### config.mk
export PLATFORM = sky130hd
export DESIGN_NAME = edid_block_fetcher
export DESIGN_NICKNAME = d
export VERILOG_FILES = /design/src/rtl/edid_block_fetcher.sv
export SDC_FILE = /design/constraint.sdc
export NUM_CORES = 1
export LEC_CHECK = 0
export BUFFER_PORTS_ARGS = -buffer_cell sky130_fd_sc_hd__buf_2
export CAP_MARGIN = 20
export CORE_MARGIN = 3
export CORE_UTILIZATION = 25
export CTS_BUF_LIST = sky130_fd_sc_hd__clkbuf_8
export DETAILED_ROUTE_END_ITERATION = 12
export PLACE_DENSITY = 0.43
export RECOVER_POWER = 25
export SETUP_SLACK_MARGIN = 0.05
export SLEW_MARGIN = 20
export SYNTH_ARGS = -nofsm -noshare
export SYNTH_HDL_FRONTEND = slang
export SYNTH_SLANG_ARGS = --single-unit
### constraint.sdc
create_clock -name clk -period 6.9 [get_ports clk]
set_input_delay 1.725 -clock clk [delete_from_list [all_inputs] [get_ports clk]]
set_output_delay 1.725 -clock clk [all_outputs]
set_load 0.1 [all_outputs]
### src/rtl/edid_block_fetcher.sv
module edid_block_fetcher #(
  parameter int CLK_HZ = 125_000_000,
  parameter int SCL_HZ = 100_000,
  parameter int DIV_W  = 16
) (
  input  logic             clk,
  input  logic             rst_n,
  input  logic [7:0]       blk_sel,
  input  logic             go,
  input  logic             flag_clr,
  input  logic [DIV_W-1:0] qtr_div,
  output logic             busy,
  output logic             done,
  output logic             err,
  input  logic [6:0]       buf_addr,
  output logic [7:0]       buf_data,
  input  logic             sda_i,
  output logic             scl_oe,
  output logic             sda_oe
);

  localparam int DEF_QTR = CLK_HZ / (4 * SCL_HZ);
  localparam logic [3:0] S_ST0 = 4'd0, S_SEGA = 4'd1, S_SEGV = 4'd2,
                         S_ST1 = 4'd3, S_DEVW = 4'd4, S_OFFS = 4'd5,
                         S_ST2 = 4'd6, S_DEVR = 4'd7, S_RD   = 4'd8,
                         S_SP  = 4'd9;

  logic             go_q, nak;
  logic [7:0]       blk_q, shr, tx;
  logic [3:0]       seq, bitn;
  logic [1:0]       qph;
  logic [6:0]       idx;
  logic [DIV_W-1:0] cnt;
  logic [7:0]       mem [128];
  logic             scl_lvl, sda_lvl;

  wire launch = go_q & ~go & ~busy;
  wire [DIV_W-1:0] qlen = (qtr_div == '0) ? DIV_W'(DEF_QTR) : qtr_div;
  wire tick = busy & (cnt == qlen - DIV_W'(1));
  wire op_start = (seq == S_ST0) | (seq == S_ST1) | (seq == S_ST2);
  wire op_wr = (seq == S_SEGA) | (seq == S_SEGV) | (seq == S_DEVW) |
               (seq == S_OFFS) | (seq == S_DEVR);
  wire op_rd = (seq == S_RD);
  wire op_stop = (seq == S_SP);
  wire byte_end = tick & (qph == 2'd3) & (op_wr | op_rd) & (bitn == 4'd8);

  always_comb begin
    case (seq)
      S_SEGA:  tx = 8'h60;
      S_SEGV:  tx = {1'b0, blk_q[7:1]};
      S_DEVW:  tx = 8'hA0;
      S_OFFS:  tx = blk_q[0] ? 8'h80 : 8'h00;
      S_DEVR:  tx = 8'hA1;
      default: tx = 8'h00;
    endcase
  end

  always_comb begin
    scl_lvl = 1'b1;
    sda_lvl = 1'b1;
    if (busy) begin
      if (op_start) begin
        scl_lvl = (qph == 2'd1) | (qph == 2'd2);
        sda_lvl = (qph < 2'd2);
      end else if (op_stop) begin
        scl_lvl = (qph != 2'd0);
        sda_lvl = (qph >= 2'd2);
      end else begin
        scl_lvl = (qph == 2'd1) | (qph == 2'd2);
        if (op_wr) sda_lvl = (bitn == 4'd8) ? 1'b1 : tx[3'd7 - bitn[2:0]];
        else       sda_lvl = (bitn == 4'd8) ? (&idx) : 1'b1;
      end
    end
  end

  assign scl_oe = ~scl_lvl;
  assign sda_oe = ~sda_lvl;
  assign buf_data = mem[buf_addr];

  always_ff @(posedge clk) begin
    if (!rst_n) begin
      go_q <= 1'b0; busy <= 1'b0; done <= 1'b0; err <= 1'b0; nak <= 1'b0;
      blk_q <= '0; shr <= '0; seq <= S_ST0; bitn <= '0; qph <= '0;
      idx <= '0; cnt <= '0;
    end else begin
      go_q <= go;
      if (flag_clr) begin
        done <= 1'b0;
        err  <= 1'b0;
      end
      if (launch) begin
        busy <= 1'b1; blk_q <= blk_sel; seq <= S_ST0; qph <= '0;
        bitn <= '0; idx <= '0; cnt <= '0; nak <= 1'b0;
      end else if (busy) begin
        cnt <= tick ? '0 : cnt + DIV_W'(1);
        if (tick) begin
          qph <= qph + 2'd1;
          if (qph == 2'd1) begin
            if (op_wr && bitn == 4'd8) nak <= sda_i;
            if (op_rd && bitn < 4'd8) shr <= {shr[6:0], sda_i};
          end
          if (qph == 2'd3) begin
            if (op_start) begin
              seq <= seq + 4'd1;
            end else if (op_stop) begin
              busy <= 1'b0;
              done <= 1'b1;
              if (nak) err <= 1'b1;
            end else if (bitn != 4'd8) begin
              bitn <= bitn + 4'd1;
            end else begin
              bitn <= '0;
              if (op_wr)       seq <= nak ? S_SP : seq + 4'd1;
              else if (&idx)   seq <= S_SP;
              else             idx <= idx + 7'd1;
            end
          end
        end
      end
    end
  end

  always_ff @(posedge clk) begin
    if (byte_end && op_rd) mem[idx] <= shr;
  end

  assert_launch_on_fall_R2: assert property (@(posedge clk) disable iff (!rst_n)
    $rose(busy) |-> (!$past(go) && $past(go, 2)));

  assert_flag_sticky_R6: assert property (@(posedge clk) disable iff (!rst_n)
    (done && !flag_clr) |=> done);

  assert_set_beats_clear_R6: assert property (@(posedge clk) disable iff (!rst_n)
    $fell(busy) |-> done);

  assert_err_with_done_R7: assert property (@(posedge clk) disable iff (!rst_n)
    $rose(err) |-> done);

  assert_sda_steady_R8: assert property (@(posedge clk) disable iff (!rst_n)
    (busy && $past(busy) && !scl_oe && !$past(scl_oe) && (sda_oe != $past(sda_oe)))
      |-> (op_start || op_stop));

endmodule

==> results.md, run 1 <==
* Synthesis warning total at 0
* Seq cells post-synth at 1078
* Drt total wl at 113 mm
* Max capacitance violation total at 12
* Floorplan row count at 151
* Run status: finished with violations
* Buffers inserted during post-CTS setup optimization at 0
* Antenna violations before repair at 9
* Final cycle utilization of the critical path at 92.8%
* Switching power share of the total at 21.8%
* Footprint of the multi-input gates at 0.0109 mm^2
* Largest net degree at the start of global routing at 93
* Classification of the worst setup path: input pin to output pin
* FMAX at 0.156 GHz
* Detailed-route wire length per cell at 23.7 um
* FF-to-FF setup slack at 1.44 ns
* Floorplan Core Area at 0.171 mm^2
* Buffers from clock root to sink, at most at 3
* Cell leakage power at 17.6 nW
* Buffer type at the clock tree root: sky130_fd_sc_hd__clkbuf_8
* First-pass GRT wire length at 165 mm
* GRT Util Overall at 12.7%
* Top library cells by usage in the layout, fill and taps aside: sky130_fd_sc_hd__edfxtp_1 (1024), sky130_fd_sc_hd__mux4_2 (337), sky130_fd_sc_hd__clkbuf_8 (186)
* Final Skew at 0.0456 ns
* Gate count after technology mapping at 2078
* Gp weighted congestion at 0.749
* Transition at the pin with the smallest max-transition slack at 4.44 ns
* Area of the die at 0.178 mm^2
* Setup violation total in the final timing report at 0
* Residual overflow from global routing at 0
* Syn nets at 2128
* Die H at 422 um
* Fraction of synthesis flops using an asynchronous set or reset pin at 0%
* Number of I/O pins at 49
* Clock sinks at 1078
* Setup repair after global routing missed its margin: false
* Prevailing post-synth register cell: sky130_fd_sc_hd__edfxtp_1
* EDFF count, synth at 1024
* Number of buffers added on ports at 48
* Number of nets at the end of the flow at 2382
* Internal power of the cells at 9.87 mW
* Routed via count at 21400
* Per-cell via count in the routed design at 4.49
* Power density cells at 250 mW/mm^2
* Kind of launch point of the worst setup path: input pin
* Fin. Hold Viols at 0
* Max-slew violations at 794
* Register cell area after layout at 0.0318 mm^2
* Relative contribution of the clock network to total power at 41.8%
* Seq/Total Area, Yosys at 73.7%
* Quantity of gates resized following cts at 0
* TritonCTS buffer count at 178
* Via count of the first global-routing pass at 22900
* Die Wd at 422 um
* Path category of the worst min-delay check: flip-flop to flip-flop
* Data required time at the worst endpoint at 5.18 ns
* Critical path endpoint category: output pin
* Mapped Area at 0.0432 mm^2
* Final TNS setup at 0 ns
* Relative contribution of sequential cells to total power at 55.9%
* Clock Latency Late Sink at 0.88 ns
* First-pass iteration count of the detailed router at 5
* Average footprint of a synthesized cell at 20.8 um^2
* Number of distinct library cells after synthesis at 64
* Data arrival, critical path at 4.68 ns
* DPL Wire Length at 70.5 mm
* Slew Limit Headroom at -196%
* Fillers at 16600
* Share of final-layout standard cells stronger than drive strength 1 at 31.0%
* Net Sw Power at 2.76 mW
* Worst IR drop on VDD at 186 uV
* Violated checks: capacitance limit, slew limit
* Logic pwr share at 2.3%
* Initial core utilization at 25.3%
* Clock transition at the register clock pins on the worst setup and hold paths after CTS at 0.07 ns
* Area growth, synth to finish at 16.8%
* Maximum net fanout on the critical path at 27
* CTS tree: yes
* Hold_buf cts at 0
* DRC Markers at 0
* H-tree levels at 4
* Number of nets with antenna violations after detailed routing at 0
* Most common cell after layout, fill and taps aside: sky130_fd_sc_hd__edfxtp_1
* Violation count after the first detailed-routing iteration at 1545
* Post-route minimum period at 6.41 ns
* Hold WS at 0.506 ns
==> path summary, 6_finish.rpt <==
check / end / cells after the start / startpoint
worst max-delay path: buf_data[6] / 8 / buf_addr[0]
worst min-delay path: nak / 2 / nak
worst max register to register: mem[35][3] / 1 / shr[3]
worst min register to register: nak / 2 / nak
==> state kept, by name, summed over array words and instances, names as in the netlist, 2 cells and up <==
register	count
idx	7
qph	2
cnt	16
blk_q	8
shr	8
bitn	4
mem	1024
seq	4
==> per-stage QoR <==
stage	cell area (um^2)	setup WS, ns	utilization (%)	total power [mW]	std cells
2_1_floorplan	43200	0.559	-	7.39	2078
3_3_place_gp	47200	0.437	27.7	7.49	4447
3_5_place_dp	47200	0.449	27.7	7.49	4447
4_1_cts	50500	0.447	29.6	12.8	4769
5_1_grt	50500	0.411	29.6	13.1	4772
6_report	50500	0.494	29.6	12.6	4773
==> power by group through the flow <==
stage / Clock [mW] / Combinational [mW] / Sequential (mW)
floorplan: 0 / 0.194 / 7.19
global placement: 0 / 0.297 / 7.19
detailed placement: 0 / 0.299 / 7.19
CTS: 5.47 / 0.299 / 7.05
global route: 5.78 / 0.314 / 7.05
finish: 5.28 / 0.290 / 7.06
==> Yosys cell counts, drive strengths merged (4+ instances only) <==
cell | count | area, um^2
and3 | 13 | 81.3
o21ai | 13 | 65.1
and4 | 4 | 35.0
inv | 16 | 60.1
o31ai | 6 | 45.0
nor3 | 81 | 417
or2 | 5 | 31.3
nor3b | 4 | 30.0
nand2b | 6 | 37.5
clkbuf | 80 | 300
xnor2 | 12 | 105
nand2 | 61 | 229
nand4b | 5 | 43.8
ha | 14 | 175
mux2i | 24 | 240
dfxtp | 54 | 1080
mux4 | 337 | 7590
nand3 | 35 | 175
edfxtp | 1024 | 30700
buf | 34 | 135
a21oi | 19 | 95.1
mux2 | 8 | 90.1
xor2 | 15 | 131
nor2 | 107 | 409
or3 | 8 | 50.1
nor2b | 28 | 175
a31o | 4 | 35.0
nor4 | 7 | 101
nand4 | 11 | 75.1
==> routing by layer <==
metal	GRT usage [%]	wire length, um
met1	17.4	50700
met2	20.3	53800
met3	2.60	5950
met4	3.77	2430
met5	0	0
==> area by class of cell <==
cell class,instances,area share (%)
flip-flops and latches,1078,63.1
multi-input cells,870,21.6
well taps,2295,5.69
clock buffers,186,5.07
repair buffers,188,2.96
clock inverters,136,1.48
inverters,16,0.119
diodes,4,0.0198
==> worst max-delay path, cell delays in order <==
cell and delay [ns]:
sky130_fd_sc_hd__buf_8 0.11, sky130_fd_sc_hd__buf_12 0.24, sky130_fd_sc_hd__buf_12 0.24, sky130_fd_sc_hd__mux4_2 0.54, sky130_fd_sc_hd__mux4_2 0.54, sky130_fd_sc_hd__mux4_2 0.58, sky130_fd_sc_hd__mux2_2 0.32, sky130_fd_sc_hd__buf_2 0.30
==> cells by family (layout without fill, tap and decap cells) <==
family	count (synthesis)	in the layout	share of synthesized area [%]
multiplexers	369	369	18.3
flip-flops	1078	1078	73.7
XOR/XNOR	29	29	0.652
other	0	4	0
AO/OA/AOI/OAI	70	70	1.10
adder cells (fa/ha/maj)	14	14	0.406
buffers and inverters	130	526	1.15
AND/OR/NAND/NOR	388	388	4.64
Power figures use the tool's default switching activity.
==> inputs of run 2 (changes only) <==
--- a/config.mk
+++ b/config.mk
@@ -5,15 +5,14 @@
 export SDC_FILE = /design/constraint.sdc
 export NUM_CORES = 1
 export LEC_CHECK = 0
-export BUFFER_PORTS_ARGS = -buffer_cell sky130_fd_sc_hd__buf_2
 export CAP_MARGIN = 20
 export CORE_MARGIN = 3
 export CORE_UTILIZATION = 25
 export CTS_BUF_LIST = sky130_fd_sc_hd__clkbuf_8
 export DETAILED_ROUTE_END_ITERATION = 12
+export DONT_BUFFER_PORTS = 1
 export PLACE_DENSITY = 0.43
 export RECOVER_POWER = 25
-export SETUP_SLACK_MARGIN = 0.05
 export SLEW_MARGIN = 20
 export SYNTH_ARGS = -nofsm -noshare
 export SYNTH_HDL_FRONTEND = slang
==> run 2 against run 1 <==
Net effect:
- the flow still finishes with violations (capacitance limit, slew limit)
- fmax is 3.3% higher
- die area stayed put
- non-clock buffer count is 50 lower
- clock-buffer cell count down 11
==> results.md, run 2 (synthesis gave the netlist of run 1 again) <==
* First-pass GRT wire length at 163 mm (-1.5%)
* Reg-to-reg endpoint: mem[55][6]
* Switching power share of the total at 21.1% (-0.76 points)
* H-tree levels at 4 (unchanged)
* Path category of the worst min-delay check: flip-flop to flip-flop
* Reg with most FFs: mem
* Floorplan Core Area at 0.171 mm^2 (unchanged)
* Clock sinks at 1078 (unchanged)
* Layout Utilization at 29.1% (-0.47 points)
* Detailed-route wire length per cell at 23.9 um (+1.2%)
* Max FFs per register at 1024 (unchanged)
* Classification of the worst setup path: input pin to output pin
* Cell depth of the worst min-delay path at 2 (unchanged)
* Startpoint of the worst-slack reg-to-reg timing path: shr[6]
* Post-route minimum period at 6.20 ns (-0.205 ns)
* Data required time at the worst endpoint at 5.18 ns (about the same)
* Final cycle utilization of the critical path at 89.9% (-3.0 points)
* Internal power of the cells at 9.53 mW (-3.4%)
* Data arrival, critical path at 4.48 ns (-0.20 ns)
* Die Wd at 422 um (unchanged)
* Via count of the first global-routing pass at 22400 (-2.0%)
* Number of buffers added on ports at 0 (-100%)
* DRC Markers at 0 (unchanged)
* Number of I/O pins at 49 (unchanged)
* CTS tree: yes
* Length in cells of the worst reg-to-reg path at 1 (unchanged)
* Logic pwr share at 1.0% (-1.3 points)
* Buffer type at the clock tree root: sky130_fd_sc_hd__clkbuf_8
* Clock transition at the register clock pins on the worst setup and hold paths after CTS at 0.06 ns (about the same)
* Slew Limit Headroom at -160% (+36 points)
* Max-slew violations at 711 (-10%)
* Final TNS setup at 0 ns (unchanged)
* Area growth, synth to finish at 15.0%
* Most frequent cell on the critical path: sky130_fd_sc_hd__mux4_2
* GRT Util Overall at 12.6% (-0.12 points)
* Kind of launch point of the worst setup path: input pin
* FMAX at 0.161 GHz (+3.3%)
* Setup violation total in the final timing report at 0 (unchanged)
* Number of nets at the end of the flow at 2325 (-2.4%)
* Residual overflow from global routing at 0 (unchanged)
* Area of the die at 0.178 mm^2 (unchanged)
* Hold_buf cts at 0 (unchanged)
* Sink of the worst hold path: nak
* Largest registers: mem (1024), cnt (16)
* Drt total wl at 112 mm (-0.45%)
* Top library cells by usage in the layout, fill and taps aside: sky130_fd_sc_hd__edfxtp_1 (1024), sky130_fd_sc_hd__mux4_2 (337), sky130_fd_sc_hd__clkbuf_8 (175)
* Violation count after the first detailed-routing iteration at 1916 (+24%)
* Initial core utilization at 25.3% (unchanged)
* Max capacitance violation total at 11 (-1)
* Routed via count at 21300 (-0.77%)
* Delay of the slowest critical-path stage at 0.76 ns (+0.18 ns)
* FF-to-FF setup slack at 1.85 ns (+0.41 ns)
* Die H at 422 um (unchanged)
* Floorplan row count at 151 (unchanged)
* Maximum net fanout on the critical path at 256 (+850%)
* Largest net degree at the start of global routing at 257 (+180%)
* Critical path endpoint category: output pin
* Slowest stage cell, crit path: sky130_fd_sc_hd__mux4_2
* Run status: finished with violations
* Violated checks: capacitance limit, slew limit
* Cell leakage power at 17.1 nW (-2.6%)
* Fin. Hold Viols at 0 (unchanged)
* Share of final-layout standard cells stronger than drive strength 1 at 29.7% (-1.3 points)
* Cells along the critical path: mux4_2 > mux4_2 > mux4_2 > mux2_2
* Buffers from clock root to sink, at most at 3 (unchanged)
* Clock Latency Late Sink at 0.88 ns (about the same)
* Quantity of gates resized following cts at 0 (unchanged)
* Number of nets with antenna violations after detailed routing at 0 (unchanged)
* Start point of the worst hold path: nak
* Setup repair after global routing missed its margin: false
* Net Sw Power at 2.54 mW (-7.6%)
* Final Skew at 0.0307 ns (-0.0149 ns)
* Relative contribution of sequential cells to total power at 58.4% (+2.5 points)
* Transition at the pin with the smallest max-transition slack at 3.90 ns (-0.540 ns)
* Most common cell after layout, fill and taps aside: sky130_fd_sc_hd__edfxtp_1
* Power density cells at 243 mW/mm^2 (-2.8%)
* Gp weighted congestion at 0.780 (+4.2%)
* Worst IR drop on VDD at 181 uV (-2.7%)
* Relative contribution of the clock network to total power at 40.6% (-1.2 points)
* First-pass iteration count of the detailed router at 5 (unchanged)
* Buffers inserted during post-CTS setup optimization at 0 (unchanged)
* TritonCTS buffer count at 171 (-3.9%)
* Antenna violations before repair at 7 (-2)
* Per-cell via count in the routed design at 4.53 (+0.86%)
* DPL Wire Length at 65.4 mm (-7.2%)
-- run 2: cell count changes in the layout (fill, tap and decap cells not counted), moves of 3 or more --
cell                        change
sky130_fd_sc_hd__buf_12        -16
sky130_fd_sc_hd__buf_2         -44
sky130_fd_sc_hd__buf_4         +14
sky130_fd_sc_hd__bufinv_16      -4
sky130_fd_sc_hd__clkbuf_8      -11
sky130_fd_sc_hd__clkinv_1       -8
sky130_fd_sc_hd__inv_1          -6
sky130_fd_sc_hd__inv_6          +3
sky130_fd_sc_hd__nor2_1         -4
sky130_fd_sc_hd__nor2_2         +4
-- run 2: layer usage --
metal	vias up	wire length, um	global-route usage [%]
li1	9084	-	-
met3	149	5990	2.44
met2	577	53500	20.0
met4	0	2020	3.80
met5	-	0	0
met1	11400	50900	17.4
-- run 2: worst max-delay path: cells and delay by family --
kind	cells	cell delay [ns]
multiplexers	4	2.37
-- run 2: worst max-delay path by stage --
| stage | start | endpoint | slack, ns | cells past startpoint |
|---|---|---|---|---|
| 6_report | buf_addr[0] | buf_data[2] | 0.70 | 4 |
| 5_1_grt | buf_addr[0] | buf_data[5] | 0.75 | 4 |
| 4_1_cts | buf_addr[0] | buf_data[2] | 1.04 | 4 |
| 3_5_place_dp | qtr_div[0] | mem[68][5] | 0.81 | 11 |
| 3_3_place_gp | qtr_div[0] | mem[84][5] | 0.78 | 11 |
| 2_1_floorplan | buf_addr[0] | buf_data[0] | 0.56 | 7 |
-- run 2: layout make-up --
type                       instances  area [um^2]
sequential                      1078        31800
tap                             2295         2870
timing repair buffer             138         1020
clock buffer                     175         2410
fill                           16600       121000
clock inverter                   120          566
antenna                            4         10.0
inverter                          16         60.1
multi-input combinational        870        10900
-- run 2: per-stage QoR --
stage          worst slack [ns]  hold slack, ns  cell area [um^2]  power, mW  cells
6_report                  0.699           0.494             49700       12.1   4696
5_1_grt                   0.746           0.533             49700       12.6   4694
4_1_cts                    1.04           0.501             49700       12.3   4692
3_5_place_dp              0.814           0.493             46700       7.31   4397
3_3_place_gp              0.783           0.488             46700       7.31   4397
2_1_floorplan             0.559           0.445             43200       7.39   2078
-- run 2: power groups by stage --
stage | clock network [mW] | registers, mW | logic (mW)
after floorplan | 0 | 7.19 | 0.194
after global placement | 0 | 7.19 | 0.119
after detailed placement | 0 | 7.19 | 0.120
after CTS | 5.09 | 7.05 | 0.120
after global routing | 5.39 | 7.05 | 0.126
final | 4.90 | 7.05 | 0.122
